### src/rtl/pio_pkg.sv
package pio_pkg;
    localparam int OFS_CTRL  = 'h00;
    localparam int OFS_STAT  = 'h04;
    localparam int OFS_ADLO  = 'h08;
    localparam int OFS_ADHI  = 'h0C;
    localparam int OFS_WDAT  = 'h10;
    localparam int OFS_STRB  = 'h14;
    localparam int OFS_RDAT  = 'h18;
    localparam int OFS_START = 'h1C;
    localparam int OFS_ISR   = 'h20;
    localparam int OFS_IMSK  = 'h24;

    localparam int NOWIN_BIT = 24;
    localparam int CODE_LSB  = 7;

    typedef enum logic [1:0] {
        ST_IDLE  = 2'd0,
        ST_ISSUE = 2'd1,
        ST_WAIT  = 2'd2
    } pio_state_e;

    // configuration read/write codes 0x8..0xB expect a completion
    function automatic logic kind_nonposted(input logic [3:0] kind);
        return kind[3:2] == 2'b10;
    endfunction
endpackage

### src/rtl/pio_fsm.sv
module pio_fsm (
    input  logic clk,
    input  logic rst_n,
    input  logic launch,
    input  logic req_np,
    input  logic req_ready,
    input  logic cpl_valid,
    output logic req_valid,
    output logic busy,
    output logic fin,
    output logic fin_cpl
);
    import pio_pkg::*;

    pio_state_e state_q, state_d;

    always_ff @(posedge clk or negedge rst_n) begin
        if (!rst_n) state_q <= ST_IDLE;
        else        state_q <= state_d;
    end

    always_comb begin
        state_d = state_q;
        unique case (state_q)
            ST_IDLE:  if (launch) state_d = ST_ISSUE;
            ST_ISSUE: if (req_ready) state_d = req_np ? ST_WAIT : ST_IDLE;
            ST_WAIT:  if (cpl_valid) state_d = ST_IDLE;
            default:  state_d = ST_IDLE;
        endcase
    end

    always_comb begin
        req_valid = 1'b0;
        busy      = 1'b0;
        fin       = 1'b0;
        fin_cpl   = 1'b0;
        unique case (state_q)
            ST_IDLE: ;
            ST_ISSUE: begin
                req_valid = 1'b1;
                busy      = 1'b1;
                fin       = req_ready && !req_np;
            end
            ST_WAIT: begin
                busy    = 1'b1;
                fin     = cpl_valid;
                fin_cpl = cpl_valid;
            end
            default: ;
        endcase
    end
endmodule

### src/rtl/pio_regfile.sv
module pio_regfile #(
    parameter int RAW = 6,
    parameter int DW  = 32
) (
    input  logic           clk,
    input  logic           rst_n,
    input  logic           wr_en,
    input  logic [RAW-1:0] wr_addr,
    input  logic [DW-1:0]  wr_data,
    input  logic [RAW-1:0] rd_addr,
    output logic [DW-1:0]  rd_data,
    input  logic           busy,
    input  logic           fin,
    input  logic           fin_cpl,
    input  logic [2:0]     cpl_code,
    input  logic [DW-1:0]  cpl_rdata,
    output logic           launch,
    output logic           np_req,
    output logic [3:0]     kind_q,
    output logic           nowin_q,
    output logic [2*DW-1:0] addr_q,
    output logic [DW-1:0]  wdat_q,
    output logic [DW/8-1:0] strb_q,
    output logic           done_q,
    output logic           mask_q,
    output logic [DW-1:0]  rdat_q
);
    import pio_pkg::*;

    localparam int SW = DW / 8;
    localparam logic [RAW-1:0] A_CTRL  = RAW'(OFS_CTRL);
    localparam logic [RAW-1:0] A_STAT  = RAW'(OFS_STAT);
    localparam logic [RAW-1:0] A_ADLO  = RAW'(OFS_ADLO);
    localparam logic [RAW-1:0] A_ADHI  = RAW'(OFS_ADHI);
    localparam logic [RAW-1:0] A_WDAT  = RAW'(OFS_WDAT);
    localparam logic [RAW-1:0] A_STRB  = RAW'(OFS_STRB);
    localparam logic [RAW-1:0] A_RDAT  = RAW'(OFS_RDAT);
    localparam logic [RAW-1:0] A_START = RAW'(OFS_START);
    localparam logic [RAW-1:0] A_ISR   = RAW'(OFS_ISR);
    localparam logic [RAW-1:0] A_IMSK  = RAW'(OFS_IMSK);

    logic       np_q;
    logic [2:0] code_q;
    logic       open_wr;

    assign open_wr = wr_en && !busy;
    assign launch  = open_wr && (wr_addr == A_START) && wr_data[0];
    assign np_req  = kind_nonposted(kind_q);

    always_ff @(posedge clk or negedge rst_n) begin
        if (!rst_n) begin
            kind_q  <= '0;
            nowin_q <= 1'b0;
            addr_q  <= '0;
            wdat_q  <= '0;
            strb_q  <= '0;
        end else if (open_wr) begin
            if (wr_addr == A_CTRL) begin
                kind_q  <= wr_data[3:0];
                nowin_q <= wr_data[NOWIN_BIT];
            end
            if (wr_addr == A_ADLO) addr_q[DW-1:0]    <= wr_data;
            if (wr_addr == A_ADHI) addr_q[2*DW-1:DW] <= wr_data;
            if (wr_addr == A_WDAT) wdat_q <= wr_data;
            if (wr_addr == A_STRB) strb_q <= wr_data[SW-1:0];
        end
    end

    always_ff @(posedge clk or negedge rst_n) begin
        if (!rst_n) begin
            np_q   <= 1'b0;
            code_q <= '0;
            rdat_q <= '0;
            done_q <= 1'b0;
            mask_q <= 1'b1;
        end else begin
            if (launch)  np_q   <= np_req;
            if (fin)     code_q <= fin_cpl ? cpl_code : 3'd0;
            if (fin_cpl) rdat_q <= cpl_rdata;
            if (fin)
                done_q <= 1'b1;
            else if (wr_en && wr_addr == A_ISR && wr_data[0])
                done_q <= 1'b0;
            if (wr_en && wr_addr == A_IMSK) mask_q <= wr_data[0];
        end
    end

    always_comb begin
        rd_data = '0;
        unique case (rd_addr)
            A_CTRL:  begin
                rd_data[3:0]      = kind_q;
                rd_data[NOWIN_BIT] = nowin_q;
            end
            A_STAT:  begin
                rd_data[0] = np_q;
                rd_data[CODE_LSB +: 3] = code_q;
            end
            A_ADLO:  rd_data = addr_q[DW-1:0];
            A_ADHI:  rd_data = addr_q[2*DW-1:DW];
            A_WDAT:  rd_data = wdat_q;
            A_STRB:  rd_data[SW-1:0] = strb_q;
            A_RDAT:  rd_data = rdat_q;
            A_START: rd_data[0] = busy;
            A_ISR:   rd_data[0] = done_q;
            A_IMSK:  rd_data[0] = mask_q;
            default: rd_data = '0;
        endcase
    end
endmodule

### src/rtl/pio_req_engine.sv
module pio_req_engine #(
    parameter int RAW = 6
) (
    input  logic           clk,
    input  logic           rst_n,
    input  logic           reg_wr,
    input  logic [RAW-1:0] reg_waddr,
    input  logic [31:0]    reg_wdata,
    input  logic [RAW-1:0] reg_raddr,
    output logic [31:0]    reg_rdata,
    output logic           req_valid,
    input  logic           req_ready,
    output logic [3:0]     req_kind,
    output logic           req_nowin,
    output logic [63:0]    req_addr,
    output logic [31:0]    req_wdata,
    output logic [3:0]     req_strb,
    input  logic           cpl_valid,
    input  logic [2:0]     cpl_code,
    input  logic [31:0]    cpl_rdata,
    output logic           irq
);
    logic        launch, np_req, busy, fin, fin_cpl;
    logic        done_flag, mask_bit;
    logic [31:0] rdata_q;

    pio_fsm u_fsm (
        .clk(clk), .rst_n(rst_n), .launch(launch), .req_np(np_req),
        .req_ready(req_ready), .cpl_valid(cpl_valid), .req_valid(req_valid),
        .busy(busy), .fin(fin), .fin_cpl(fin_cpl)
    );

    pio_regfile #(.RAW(RAW), .DW(32)) u_regs (
        .clk(clk), .rst_n(rst_n), .wr_en(reg_wr), .wr_addr(reg_waddr),
        .wr_data(reg_wdata), .rd_addr(reg_raddr), .rd_data(reg_rdata),
        .busy(busy), .fin(fin), .fin_cpl(fin_cpl), .cpl_code(cpl_code),
        .cpl_rdata(cpl_rdata), .launch(launch), .np_req(np_req),
        .kind_q(req_kind), .nowin_q(req_nowin), .addr_q(req_addr),
        .wdat_q(req_wdata), .strb_q(req_strb), .done_q(done_flag),
        .mask_q(mask_bit), .rdat_q(rdata_q)
    );

    assign irq = done_flag && !mask_bit;
endmodule

### config.mk
export PLATFORM = sky130hd
export DESIGN_NAME = pio_req_engine
export DESIGN_NICKNAME = d
export VERILOG_FILES = /design/src/rtl/pio_pkg.sv /design/src/rtl/pio_fsm.sv /design/src/rtl/pio_regfile.sv /design/src/rtl/pio_req_engine.sv
export SDC_FILE = /design/constraint.sdc
export NUM_CORES = 1
export LEC_CHECK = 0
export ABC_AREA = 1
export ABC_CLOCK_PERIOD_IN_PS = 2000
export CAP_MARGIN = 10
export CORE_MARGIN = 1.5
export CORE_UTILIZATION = 57
export DETAILED_ROUTE_END_ITERATION = 12
export DONT_BUFFER_PORTS = 1
export PLACE_DENSITY = 0.84
export SYNTH_ARGS = -nofsm -noshare
export SYNTH_HDL_FRONTEND = slang
export SYNTH_SLANG_ARGS = --single-unit
### constraint.sdc
create_clock -name clk -period 2 [get_ports clk]
set_input_delay 0.6 -clock clk [delete_from_list [all_inputs] [get_ports clk]]
set_output_delay 0.6 -clock clk [all_outputs]
set_load 0.05 [all_outputs]
==> impl_metrics.env <==
export IMPL_status="finished with violations"
export IMPL_violations="hold timing, setup timing"
export IMPL_cts_sinks=145
export IMPL_critPathKind="input pin to output port"
export IMPL_grt_ovfl_total=0
export IMPL_core_region_area_sq_um=11400
export IMPL_fmax_mhz=447
export IMPL_setup_slack_ns=-0.238
export IMPL_first_global_vias=6703
export IMPL_p_per_area_nw_per_um2=1150
export IMPL_maxSlewHeadroom_pct=60.2
export IMPL_routabilityCongestion=0.927
export IMPL_start_util_pct=58.4
export IMPL_hp_class="input pin to asynchronous set/reset pin"
export IMPL_p_leak_nw=4.66
export IMPL_cp_end_kind="output port"
export IMPL_synthMostInstantiatedCell="nand2_1"
export IMPL_layout_nets=1059
export IMPL_diodes=0
export IMPL_antenna_left=0
export IMPL_synthCells=825
export IMPL_wl_um=22900
export IMPL_avgRoutedWirePerCell_um=20.3
export IMPL_synth_edf_count=0
export IMPL_grt_pass1_wl_um=35200
export IMPL_netlist_area_sq_um=6640
export IMPL_area_growth_pct=39.0
export IMPL_synth_fp_nets=912
export IMPL_insertion_delay_ns=0.43
export IMPL_avgSynthCellArea_sq_um=8.04
export IMPL_synth_distinct_cells=28
export IMPL_grt_setup_unrepaired="true"
export IMPL_fin_cells=1126
export IMPL_htree_levels=4
export IMPL_cts_buffers=17
export IMPL_clk_pin_slew_ns=0.05
export IMPL_antenna_found_initial=0
export IMPL_setup_viol=32
export IMPL_grt_max_degree=146
export IMPL_dr_total_vias=6681
export IMPL_yosys_most_used_dff="dfrtp_1"
export IMPL_pre_cts_ws_ns=-0.215
export IMPL_tightestPinTransition_ns=0.597
export IMPL_synth_area_leaders="dfrtp_1 54%, nand2_1 19%, o21ai_1 7.2%"
export IMPL_yosysWarnings=0
export IMPL_dp_hpwl_um=14100
export IMPL_cts_buffer_depth=2
export IMPL_die_area_sq_um=12300
export IMPL_ys_seq_elements=145
export IMPL_period_minus_slack_ns=2.24
export IMPL_netlist_area_leader_share_pct=54.3
export IMPL_hold_viol=144
export IMPL_crit_path_max_fanout=20
export IMPL_grtUsageTotal_pct=37.3
export IMPL_synth_top_cell_by_area="dfrtp_1"
export IMPL_io_pins=223
export IMPL_routed_via_density=5.93
export IMPL_required_ns=1.40
export IMPL_slew_viol_final=0
export IMPL_die_h_um=111
export IMPL_final_layout_size_suffix_gt1_share_pct=26.3
export IMPL_cts_tree="yes"
export IMPL_port_buffers=0
export IMPL_fp_dieW_um=111
export IMPL_cp_arrival_ns=1.64
export IMPL_drt_initial_drc_count=934
export IMPL_async_flop_share_pct=100
export IMPL_cts_root_buf="clkbuf_16"
export IMPL_ir_drop_v=0.000938
export IMPL_drv_cap=0
export IMPL_synth_common_cells="333 x nand2_1, 144 x dfrtp_1, 96 x o21ai_1, 61 x inv_1, 45 x nand3_1"
export IMPL_first_pass_iters=5
export IMPL_holdWs_ns=-0.133
export IMPL_dp_cells=1085
export IMPL_drc=0
export IMPL_num_rows=39
export IMPL_synth_seq_area_share_pct=54.7
export IMPL_skew_ns=0.00945
export IMPL_fin_crit_sh_pct=112
export IMPL_cp_start_kind="input pin"
==> layout make-up <==
cell class / instances / area [sq um]
Timing Repair Buffer: 167 / 1820
Inverter: 67 / 279
Multi-Input combinational cell: 574 / 2780
Sequential cell: 145 / 3630
Tap cell: 143 / 179
Clock inverter: 7 / 60.1
Clock buffer: 23 / 478
Fill cell: 691 / 2150
==> cell usage in the layout (no fill, tap or decap), types with 6 or more instances in the layout <==
master     netlist  routed
clkinv_2         0       6
nor2_1          28      19
dfrtp_1        144     144
nand2_4          0       7
o21ai_0         14      14
nor2_4           3       8
nand2_2          2      11
clkbuf_16        0      19
buf_4            4     119
nor2_2           3       7
nand3_2          0       8
nand4_1         32      32
nand2_1        333     317
inv_1           61      56
inv_2            6       6
buf_12           0      38
nand3_1         45      35
o21ai_1         96      96
==> where the power goes <==
part,internal (W),switching (W),leakage (nW)
clock network,0.00178,0.00116,0.272
registers,0.00366,0.000487,1.95
logic,0.00103,0.00246,2.44
==> path summary, 6_finish.rpt <==
| path | from | slack (ns) | cells after the start | endpoint |
|---|---|---|---|---|
| worst max-delay path | reg_raddr[0] | -0.24 | 7 | reg_rdata[29] |
| worst min-delay path | rst_n | -0.13 | 0 | u_regs.wdat_q[13] |
| min in group clk | cpl_rdata[14] | 0.28 | 2 | u_regs.rdat_q[14] |
| max in group asynchronous | rst_n | 1.88 | 0 | u_regs.mask_q |
| worst min register to register | u_regs.rdat_q[22] | 0.48 | 2 | u_regs.rdat_q[22] |
| worst max register to register | u_fsm.state_q[1] | 0.04 | 10 | u_regs.addr_q[46] |
==> metal layers <==
metal	GRT usage, %	wire, um
met5	0	0
met4	22.1	1200
met3	11.4	2460
met2	59.3	11000
met1	44.9	8280
==> flip-flops by register name (all words and copies together), names as in the netlist <==
signal	count
u_regs.addr_q	64
u_regs.rdat_q	32
u_regs.wdat_q	32
u_regs.kind_q	4
u_regs.strb_q	4
u_regs.code_q	3
u_fsm.state_q	2
u_regs.done_q	1
u_regs.mask_q	1
u_regs.nowin_q	1
u_regs.np_q	1
==> kinds of logic after synthesis <==
family / share of synthesized area (%)
DFF: 54.7
buffers and inverters: 6.83
adders and majority gates: 0.566
AOI/OAI and AO/OA: 9.05
and+or+nand+nor: 28.9
==> worst max-delay path: stages <==
cell and delay, ns:
nor2_4 0.17, nand2_2 0.11, nor2_4 0.16, buf_12 0.19, nand2_1 0.08, nand4_1 0.15, buf_12 0.16
==> through the flow <==
step / power (W) / TNS, ns / util (%) / cell area, sq um
after global placement: 0.00730 / -4.65 / 73.3 / 8340
final: 0.0106 / -6.33 / 81.1 / 9220
after global routing: 0.0110 / -7.75 / 81.1 / 9220
after CTS: 0.0105 / -4.91 / 80.1 / 9110
after floorplan: 0.00633 / -5.21 / - / 6750
after detailed placement: 0.00742 / -5.49 / 73.3 / 8340
==> repair_timing <==
action	4_1_cts	5_1_grt
cloned	2	2
pin swaps	13	10
endpoints found under the hold margin	144	144
endpoints found under the setup margin	32	39
buffers inserted	6	3
gates resized for setup	37	23
No activity file was read; power rests on OpenSTA's default activity.
